**src/rtl/irq_stk_pkg.sv**
```systemverilog
package irq_stk_pkg;

    localparam int BYTE_W = 8;
    localparam int ADDR_W = 16;

    typedef logic [BYTE_W-1:0] byte_t;
    typedef logic [ADDR_W-1:0] addr_t;

    typedef enum logic [1:0] {
        KIND_HWIRQ = 2'd0,
        KIND_BREAK = 2'd1,
        KIND_RETI  = 2'd2,
        KIND_RETS  = 2'd3
    } seq_kind_e;

    typedef enum logic [3:0] {
        ST_IDLE,
        ST_PUSH_HI,
        ST_PUSH_LO,
        ST_PUSH_PS,
        ST_VEC_LO,
        ST_VEC_HI,
        ST_SETTLE,
        ST_POP_PS,
        ST_POP_LO,
        ST_POP_HI,
        ST_BUMP,
        ST_DONE
    } seq_state_e;

    typedef enum logic [1:0] {SP_HOLD, SP_DEC, SP_INC} sp_op_e;
    typedef enum logic [1:0] {SRC_PC_HI, SRC_PC_LO, SRC_PS} wsrc_e;
    typedef enum logic [1:0] {ASEL_STACK, ASEL_VEC_LO, ASEL_VEC_HI} asel_e;
    typedef enum logic [1:0] {DST_NONE, DST_PC_LO, DST_PC_HI, DST_PS} dst_e;

    typedef struct packed {
        logic   wr;
        logic   rd;
        wsrc_e  src;
        asel_e  asel;
        sp_op_e sp_op;
        dst_e   dst;
        logic   set_i;
        logic   publish;
        logic   bump;
    } step_ctrl_t;

    typedef struct packed {
        logic  we;
        logic  re;
        addr_t addr;
        byte_t wdata;
    } bus_op_t;

    function automatic logic is_entry(seq_kind_e k);
        return (k == KIND_HWIRQ) || (k == KIND_BREAK);
    endfunction

    function automatic seq_state_e step_after(seq_state_e s, seq_kind_e k);
        case (s)
            ST_PUSH_HI: return ST_PUSH_LO;
            ST_PUSH_LO: return ST_PUSH_PS;
            ST_PUSH_PS: return ST_VEC_LO;
            ST_VEC_LO:  return ST_VEC_HI;
            ST_VEC_HI:  return ST_DONE;
            ST_SETTLE:  return (k == KIND_RETI) ? ST_POP_PS : ST_POP_LO;
            ST_POP_PS:  return ST_POP_LO;
            ST_POP_LO:  return ST_POP_HI;
            ST_POP_HI:  return (k == KIND_RETI) ? ST_DONE : ST_BUMP;
            ST_BUMP:    return ST_DONE;
            default:    return ST_IDLE;
        endcase
    endfunction

    function automatic addr_t stack_addr(byte_t page, byte_t off);
        return {page, off};
    endfunction

endpackage

```
**src/rtl/stk_seq_fsm.sv**
```systemverilog
module stk_seq_fsm
    import irq_stk_pkg::*;
(
    input  logic       clk,
    input  logic       rst,
    input  logic       req_valid,
    input  seq_kind_e  req_kind,
    output seq_state_e state,
    output seq_kind_e  kind,
    output logic       accept,
    output logic       busy,
    output logic       done
);

    seq_state_e state_nx;

    assign accept = req_valid && (state == ST_IDLE);
    assign busy   = (state != ST_IDLE);
    assign done   = (state == ST_DONE);

    always_comb begin
        if (state == ST_IDLE) begin
            if (accept) begin
                state_nx = is_entry(req_kind) ? ST_PUSH_HI : ST_SETTLE;
            end else begin
                state_nx = ST_IDLE;
            end
        end else begin
            state_nx = step_after(state, kind);
        end
    end

    always_ff @(posedge clk) begin
        if (rst) begin
            state <= ST_IDLE;
            kind  <= KIND_HWIRQ;
        end else begin
            state <= state_nx;
            if (accept) begin
                kind <= req_kind;
            end
        end
    end

    AST_KIND_HELD: assert property (@(posedge clk) disable iff (rst)
        (state != ST_IDLE) |=> $stable(kind));

    AST_DONE_ONE_CYCLE: assert property (@(posedge clk) disable iff (rst)
        done |=> !done);

endmodule

```
**src/rtl/stk_step_decode.sv**
```systemverilog
module stk_step_decode
    import irq_stk_pkg::*;
(
    input  seq_state_e state,
    input  seq_kind_e  kind,
    output step_ctrl_t ctrl
);

    always_comb begin
        ctrl       = '0;
        ctrl.src   = SRC_PC_HI;
        ctrl.asel  = ASEL_STACK;
        ctrl.sp_op = SP_HOLD;
        ctrl.dst   = DST_NONE;
        case (state)
            ST_PUSH_HI: begin
                ctrl.wr    = 1'b1;
                ctrl.src   = SRC_PC_HI;
                ctrl.sp_op = SP_DEC;
            end
            ST_PUSH_LO: begin
                ctrl.wr    = 1'b1;
                ctrl.src   = SRC_PC_LO;
                ctrl.sp_op = SP_DEC;
            end
            ST_PUSH_PS: begin
                ctrl.wr    = 1'b1;
                ctrl.src   = SRC_PS;
                ctrl.sp_op = SP_DEC;
                ctrl.set_i = 1'b1;
            end
            ST_VEC_LO: begin
                ctrl.rd   = 1'b1;
                ctrl.asel = ASEL_VEC_LO;
                ctrl.dst  = DST_PC_LO;
            end
            ST_VEC_HI: begin
                ctrl.rd      = 1'b1;
                ctrl.asel    = ASEL_VEC_HI;
                ctrl.dst     = DST_PC_HI;
                ctrl.publish = 1'b1;
            end
            ST_SETTLE: begin
                ctrl.sp_op = SP_INC;
            end
            ST_POP_PS: begin
                ctrl.rd    = 1'b1;
                ctrl.dst   = DST_PS;
                ctrl.sp_op = SP_INC;
            end
            ST_POP_LO: begin
                ctrl.rd    = 1'b1;
                ctrl.dst   = DST_PC_LO;
                ctrl.sp_op = SP_INC;
            end
            ST_POP_HI: begin
                ctrl.rd      = 1'b1;
                ctrl.dst     = DST_PC_HI;
                ctrl.publish = (kind == KIND_RETI);
            end
            ST_BUMP: begin
                ctrl.publish = 1'b1;
                ctrl.bump    = 1'b1;
            end
            default: begin
            end
        endcase
    end

endmodule

```
**src/rtl/stk_bus_mux.sv**
```systemverilog
module stk_bus_mux
    import irq_stk_pkg::*;
#(
    parameter byte_t       STACK_PAGE = 8'h01,
    parameter int unsigned BRK_BIT    = 4
)(
    input  step_ctrl_t ctrl,
    input  seq_kind_e  kind,
    input  addr_t      w_pc,
    input  byte_t      w_ps,
    input  byte_t      w_sp,
    input  addr_t      vec_q,
    output bus_op_t    bus
);

    localparam byte_t BRK_MASK = byte_t'(1 << BRK_BIT);

    byte_t stamped_ps;

    assign stamped_ps = (kind == KIND_BREAK) ? (w_ps | BRK_MASK) : (w_ps & ~BRK_MASK);

    always_comb begin
        bus.we = ctrl.wr;
        bus.re = ctrl.rd;
        case (ctrl.asel)
            ASEL_VEC_LO: bus.addr = vec_q;
            ASEL_VEC_HI: bus.addr = vec_q + addr_t'(1);
            default:     bus.addr = stack_addr(STACK_PAGE, w_sp);
        endcase
        case (ctrl.src)
            SRC_PC_LO: bus.wdata = w_pc[BYTE_W-1:0];
            SRC_PS:    bus.wdata = stamped_ps;
            default:   bus.wdata = w_pc[ADDR_W-1:BYTE_W];
        endcase
        if (!ctrl.wr) begin
            bus.wdata = '0;
        end
    end

endmodule

```
**src/rtl/stk_work_regs.sv**
```systemverilog
module stk_work_regs
    import irq_stk_pkg::*;
#(
    parameter int unsigned IEN_BIT = 2
)(
    input  logic       clk,
    input  logic       rst,
    input  logic       accept,
    input  addr_t      pc_in,
    input  byte_t      ps_in,
    input  byte_t      sp_in,
    input  addr_t      vec_in,
    input  step_ctrl_t ctrl,
    input  byte_t      rdata,
    input  byte_t      wdata,
    output addr_t      w_pc,
    output byte_t      w_ps,
    output byte_t      w_sp,
    output addr_t      vec_q,
    output addr_t      pub_pc,
    output byte_t      pub_ps,
    output byte_t      pub_sp
);

    localparam byte_t IEN_MASK = byte_t'(1 << IEN_BIT);

    addr_t nxt_pc;

    assign nxt_pc = (ctrl.dst == DST_PC_HI) ? {rdata, w_pc[BYTE_W-1:0]} : w_pc;

    always_ff @(posedge clk) begin
        if (rst) begin
            w_pc   <= '0;
            w_ps   <= '0;
            w_sp   <= '0;
            vec_q  <= '0;
            pub_pc <= '0;
            pub_ps <= '0;
            pub_sp <= '0;
        end else if (accept) begin
            w_pc  <= pc_in;
            w_ps  <= ps_in;
            w_sp  <= sp_in;
            vec_q <= vec_in;
        end else begin
            case (ctrl.sp_op)
                SP_DEC:  w_sp <= w_sp - byte_t'(1);
                SP_INC:  w_sp <= w_sp + byte_t'(1);
                default: begin
                end
            endcase
            if (ctrl.set_i) begin
                w_ps <= wdata | IEN_MASK;
            end
            case (ctrl.dst)
                DST_PC_LO: w_pc[BYTE_W-1:0]      <= rdata;
                DST_PC_HI: w_pc[ADDR_W-1:BYTE_W] <= rdata;
                DST_PS:    w_ps                  <= rdata;
                default: begin
                end
            endcase
            if (ctrl.publish) begin
                pub_pc <= ctrl.bump ? (nxt_pc + addr_t'(1)) : nxt_pc;
                pub_ps <= w_ps;
                pub_sp <= w_sp;
            end
        end
    end

endmodule

```
**src/rtl/irq_stack_seq.sv**
```systemverilog
module irq_stack_seq
    import irq_stk_pkg::*;
#(
    parameter logic [7:0]  STACK_PAGE = 8'h01,
    parameter int unsigned BRK_BIT    = 4,
    parameter int unsigned IEN_BIT    = 2
)(
    input  logic        clk,
    input  logic        rst,
    input  logic        req_valid,
    input  logic [1:0]  req_kind,
    input  logic [15:0] pc_in,
    input  logic [7:0]  ps_in,
    input  logic [7:0]  sp_in,
    input  logic [15:0] vec_in,
    output logic [15:0] mem_addr,
    output logic [7:0]  mem_wdata,
    output logic        mem_we,
    output logic        mem_re,
    input  logic [7:0]  mem_rdata,
    output logic        busy,
    output logic        done,
    output logic [15:0] pc_out,
    output logic [7:0]  ps_out,
    output logic [7:0]  sp_out
);

    seq_state_e state;
    seq_kind_e  kind;
    logic       accept;
    step_ctrl_t ctrl;
    bus_op_t    bus;
    addr_t      w_pc;
    byte_t      w_ps;
    byte_t      w_sp;
    addr_t      vec_q;

    stk_seq_fsm u_fsm (
        .clk       (clk),
        .rst       (rst),
        .req_valid (req_valid),
        .req_kind  (seq_kind_e'(req_kind)),
        .state     (state),
        .kind      (kind),
        .accept    (accept),
        .busy      (busy),
        .done      (done)
    );

    stk_step_decode u_dec (
        .state (state),
        .kind  (kind),
        .ctrl  (ctrl)
    );

    stk_bus_mux #(
        .STACK_PAGE (STACK_PAGE),
        .BRK_BIT    (BRK_BIT)
    ) u_bus (
        .ctrl  (ctrl),
        .kind  (kind),
        .w_pc  (w_pc),
        .w_ps  (w_ps),
        .w_sp  (w_sp),
        .vec_q (vec_q),
        .bus   (bus)
    );

    stk_work_regs #(
        .IEN_BIT (IEN_BIT)
    ) u_regs (
        .clk    (clk),
        .rst    (rst),
        .accept (accept),
        .pc_in  (pc_in),
        .ps_in  (ps_in),
        .sp_in  (sp_in),
        .vec_in (vec_in),
        .ctrl   (ctrl),
        .rdata  (mem_rdata),
        .wdata  (bus.wdata),
        .w_pc   (w_pc),
        .w_ps   (w_ps),
        .w_sp   (w_sp),
        .vec_q  (vec_q),
        .pub_pc (pc_out),
        .pub_ps (ps_out),
        .pub_sp (sp_out)
    );

    assign mem_addr  = bus.addr;
    assign mem_wdata = bus.wdata;
    assign mem_we    = bus.we;
    assign mem_re    = bus.re;

    AST_IDLE_QUIET: assert property (@(posedge clk) disable iff (rst)
        !busy |-> (!mem_we && !mem_re));

    AST_PUSH_DESCEND: assert property (@(posedge clk) disable iff (rst)
        ($past(mem_we) && mem_we) |-> (mem_addr[7:0] == $past(mem_addr[7:0]) - 8'd1));

    AST_STACK_PAGE: assert property (@(posedge clk) disable iff (rst)
        mem_we |-> (mem_addr[15:8] == STACK_PAGE));

    AST_ENTRY_IDIS: assert property (@(posedge clk) disable iff (rst)
        (done && is_entry(kind)) |-> ps_out[IEN_BIT]);

    AST_OUT_HOLD: assert property (@(posedge clk) disable iff (rst)
        (busy && !done) |=> (done || ($stable(pc_out) && $stable(ps_out) && $stable(sp_out))));

endmodule

```
**config.mk**
```make
export PLATFORM = sky130hd
export DESIGN_NAME = irq_stack_seq
export DESIGN_NICKNAME = d
export VERILOG_FILES = /design/src/rtl/irq_stk_pkg.sv /design/src/rtl/stk_seq_fsm.sv /design/src/rtl/stk_step_decode.sv /design/src/rtl/stk_bus_mux.sv /design/src/rtl/stk_work_regs.sv /design/src/rtl/irq_stack_seq.sv
export SDC_FILE = /design/constraint.sdc
export NUM_CORES = 1
export LEC_CHECK = 0
export BUFFER_PORTS_ARGS = -buffer_cell sky130_fd_sc_hd__buf_2
export CELL_PAD_IN_SITES_DETAIL_PLACEMENT = 1
export CELL_PAD_IN_SITES_GLOBAL_PLACEMENT = 1
export CORE_MARGIN = 10
export CORE_UTILIZATION = 41
export CTS_BUF_LIST = sky130_fd_sc_hd__clkbuf_2 sky130_fd_sc_hd__clkbuf_4 sky130_fd_sc_hd__clkbuf_8
export DETAILED_ROUTE_END_ITERATION = 8
export PLACE_DENSITY_LB_ADDON = 0.15
export SLEW_MARGIN = 5
export SYNTH_ARGS = -nofsm -noshare
export SYNTH_HDL_FRONTEND = slang
export SYNTH_HIERARCHICAL = 1
export SYNTH_SLANG_ARGS = --single-unit
export TNS_END_PERCENT = 100
```
**constraint.sdc**
```tcl
create_clock -name clk -period 3.6 [get_ports clk]
set_clock_uncertainty 0.1 [all_clocks]
set_input_delay 0.18 -clock clk [delete_from_list [all_inputs] [get_ports clk]]
set_output_delay 0.18 -clock clk [all_outputs]
set_load 0.05 [all_outputs]
```
### Word level (Yosys, flattened, before mapping)

Index checks and enable logic that the tools add are counted.

* bits in registers: 86
* bits in latches: 0
* memory bits (writable): 0
* memory bits (read-only): 0
* input bits: 61
* output and inout bits: 60
* word-level logic and storage cells: 83
* memories: 0

* add/sub/neg operators: 4
* multipliers: 0
* div/mod/pow operators: 0
* order comparisons: 0
* eq/ne operators: 23
* shifts and indexed selects: 0
* muxes and demuxes: 29
* bitwise operators: 1
* reductions and logical operators: 16

Operators with widths (count)
* 8-bit two-way mux: 7
* 16-bit two-way mux: 3
* 4-bit one-hot mux with 9 select lines: 1
* 16-bit by 1-bit adder with 16-bit output, second input constant: 2
* 16-bit one-hot mux with 2 select lines: 1
* 8-bit one-hot mux with 2 select lines: 2
* 4-bit by 3-bit equality test with 1-bit output, second input constant: 4
* 4-bit equality test, second input constant: 4
* 2-bit by 1-bit equality test with 1-bit output, second input constant: 6
* 2-bit equality test, second input constant: 6
* 4-bit two-way mux: 3
* 2-bit one-hot mux with 2 select lines: 3
* 8-bit by 1-bit adder with 8-bit output, second input constant: 1
* 4-bit by 2-bit equality test with 1-bit output, second input constant: 2
* 8-bit by 1-bit subtractor with 8-bit output, second input constant: 1
* 2-bit one-hot mux with 3 select lines: 1
* 3-bit nonzero test: 2
* 2-bit OR reduction: 3
* 3-bit OR reduction: 2
* 1-bit two-way mux: 5
* 5-bit two-way mux: 1
* 5-bit OR reduction: 1
* 4-bit by 1-bit equality test with 1-bit output, second input constant: 1
* 4-bit zero test: 1
* other kinds (9): 10

### Longest topological paths before layout

* depth after elaboration: 8
* mapped depth: 13
* mapped depth without buffers: 11

### Cells and area by module

The synthesis kept the hierarchy.

Modules (own cells, without submodules)
* stk_work_regs: instances 1, cells an instance 465, area an instance 3851.2 µm², seq. area each 1601.5 µm²
* stk_bus_mux: instances 1, cells an instance 144, area an instance 870.8 µm², seq. area each 0.0 µm²
* stk_seq_fsm: instances 1, cells an instance 45, area an instance 410.4 µm², seq. area each 120.1 µm²
* stk_step_decode: instances 1, cells an instance 28, area an instance 191.4 µm², seq. area each 0.0 µm²

### Worst setup path before layout

No wires, ideal clock.

* kind: reg-to-output
* start point: reg u_fsm.state[1]
* end point: out mem_addr[1]
* arrival: 2.789 ns
* data required time: 3.320 ns
* setup slack: 0.531 ns
* cell stages (with the launch flop): 9
* path buffers: 3
* path through: dfxtp_1 > buf_2 > or2_2 > nor2_1 > inv_1 > ha_1 > clkbuf_1 > clkbuf_1 > o21ai_0

RTL lines
* start, declared: RTL line stk_seq_fsm.sv:8 `output seq_state_e state,`
* start signal, assigned: RTL line stk_seq_fsm.sv:38 `state <= state_nx;`
* end, declared: RTL line irq_stack_seq.sv:16 `output logic [15:0] mem_addr,`

==> metrics.txt <==
count leader, synth=dfxtp_1; largest cells by area after synthesis=dfxtp_1 32%, mux2i_1 7.9%, nor2_1 6.0%; vias in the first global route=5658; Core Area=0.0127 mm2; root buf cell=clkbuf_8; first-pass GRT wire length=29.2 mm; Post-synth EDFFs=0; critical path launch point=u_fsm/state[1]$_SDFF_PP0_; die height=134 um; Initial Utilization=0.420; Worst Path Required=3.32 ns; worst min path class=in2reg; cell internal pwr=2.25 mW; Yosys reg bits=86; FP Rows=41; Via-to-Cell Ratio=5.39; Synth Net Count=757; post-route setup TNS=0 ns; pre-CTS WS=0.480 ns; number of buffers added on ports=120; critical path capture point type=output port; final hold vios=0; I/O pin total=121; Gate power share=0.505; Hold Crit Start=ps_in[7]; Synth async-reset ratio=0; routability cong.=0.897; Cells after Synth=682; Setup Viol. Count Final=0; P&R area growth vs syn=23.6%; Synthesis Warnings=6; post-route cell area=0.00658 mm2; status=finished, final reports clean; DRC=0; critical path class=reg2out; final antenna diode count=0; CTS max path bufs=2; Data arrival, critical path=2.92 ns; Final #Nets=888; Clk pwr share=0.168; total gr overflow=0; Synth top cells by count=86 x dfxtp_1, 85 x nor2_1, 76 x nand2_1; H-tree depth=3; postcts setup bufs=0; leak pwr=2.65 nW; share of post-route cells with drive strength above 1=0.210; Worst-Margin Slew=0.976 ns; crit-path max FO=22; Seq pwr share=0.326; clock transition at the registers of the reported paths=0.09 ns; Clk Latency, worst-skew pair=0.37 ns; die area=0.0179 mm2; drt first pass iters=5; Startpoint Class=flop; reg2reg setup slack=0.61 ns; Syn Area/Cell=7.81 um2; RSZ-0062 raised after global routing=no; CTS tree=built; Switch Pwr=1.98 mW; Final WS setup=0.395 ns; Pwr Total=4.23 mW; launch point of the worst reg-to-reg path=u_fsm/state[1]$_SDFF_PP0_; VDD IR-drop max=385 uV; Yosys top cell area share=0.323; final WL=17.9 mm; total power divided by cell area=643 mW/mm2; DRT iter0 DRCs=282; total number of vias=5334; crit path time final=3.20 ns; die width=134 um; Yosys top cell by area=dfxtp_1; max cap viols=0; initial antenna violation count=0; switch share=0.468; fin crit share=0.890; Placed Area=0.00596 mm2; post-DP HPWL=13.4 mm; synthesized area=0.00532 mm2; Max Clock Freq=312 MHz; Main synth FF type=dfxtp_1; Slew Limit Fails=0; TritonCTS buffer count=9; Routed Antenna Nets=0; routed len/inst=18.1 um; largest net degree at the start of global routing=76; worst rel slew slack=0.348; CTS sink cnt=86; register area share after synthesis=0.323; final core occ=0.519; GRT Util Overall=0.197; post-synth cell types=68
[area by class of cell]
class / count / area [um2]
inverter: 28 / 105
timing repair buffer: 173 / 1100
tap: 172 / 215
fill: 1618 / 6090
multi-input combinational: 515 / 3230
clock inverter: 5 / 58.8
clock buffer: 11 / 145
sequential: 86 / 1720
[what timing repair did]
action | 4_1_cts | 5_1_grt
gates resized for setup | 0 | 1
hold buffers | 42 | 0
hold endpoints to repair | 43 | 0
endpoints found under the setup margin | 0 | 6
[power by group through the flow]
stage | clock network [mW] | logic [mW] | registers (mW)
after global placement | 0 | 2.02 | 1.39
after CTS | 0.733 | 2.14 | 1.38
after floorplan | 0 | 1.63 | 1.35
after global routing | 0.776 | 2.34 | 1.41
after detailed placement | 0 | 2.10 | 1.40
final | 0.713 | 2.14 | 1.38
[state kept, by name, indices dropped and copies added (netlist names)]
| signal | flops |
|---|---|
| u_regs/w_sp | 8 |
| u_regs/pub_pc | 16 |
| u_fsm/state | 4 |
| u_fsm/kind | 2 |
| u_regs/w_ps | 8 |
| u_regs/pub_sp | 8 |
| u_regs/w_pc | 16 |
| u_regs/pub_ps | 8 |
| u_regs/vec_q | 16 |
[routing by layer]
layer	GRT usage	wire (um)
met5	0	0
met4	0.0732	380
met3	0.0373	792
met2	0.329	8500
met1	0.245	8270
[layout by cell type, fill, tap and decap left out, drive strengths merged, types with 9 or more instances in the layout]
master	count
o21ai	30
nor2	87
ha	13
nand2	77
nor2b	9
nand3	14
xor2	13
a211oi	19
inv	28
and2	10
nand2b	16
mux2i	42
buf	131
clkbuf	11
dlygate4sd3	42
nor3	9
dfxtp	86
a21oi	63
a22oi	9
[logic make-up (layout without fill, tap and decap cells)]
group,count (synthesis),in the layout,share of synthesized area
compound gates,166,166,0.196
xor+xnor,16,16,0.0263
fa+ha+maj,14,14,0.0343
buf+inv,81,217,0.0703
flops,86,86,0.323
mux,46,46,0.0881
simple gates,273,273,0.261
[final timing paths]
kind,cells past startpoint,end
setup / recovery,9,mem_addr[12]
hold / removal,3,u_regs/w_ps[7]$_SDFFE_PP0P_
setup reg to reg,9,u_regs/w_sp[4]$_SDFFE_PP0P_
hold reg to reg,2,u_regs/pub_sp[4]$_SDFFE_PP0P_
[through the flow]
| stage | hold WS (ns) | instances |
|---|---|---|
| after CTS | 0.00126 | 990 |
| after floorplan | 0.142 | 682 |
| after global placement | 0.310 | 932 |
| final | 0.0190 | 990 |
| after detailed placement | 0.322 | 932 |
| after global routing | 0.0309 | 990 |
[critical path: stages (launching register included)]
cell and delay [ns]:
dfxtp_1 0.41, or2_2 0.37, nor2_1 0.17, inv_1 0.06
ha_1 0.32, buf_4 0.21, nand2b_1 0.28, a31o_2 0.28
a31oi_1 0.16, buf_2 0.29
Power figures use the tool's default switching activity.
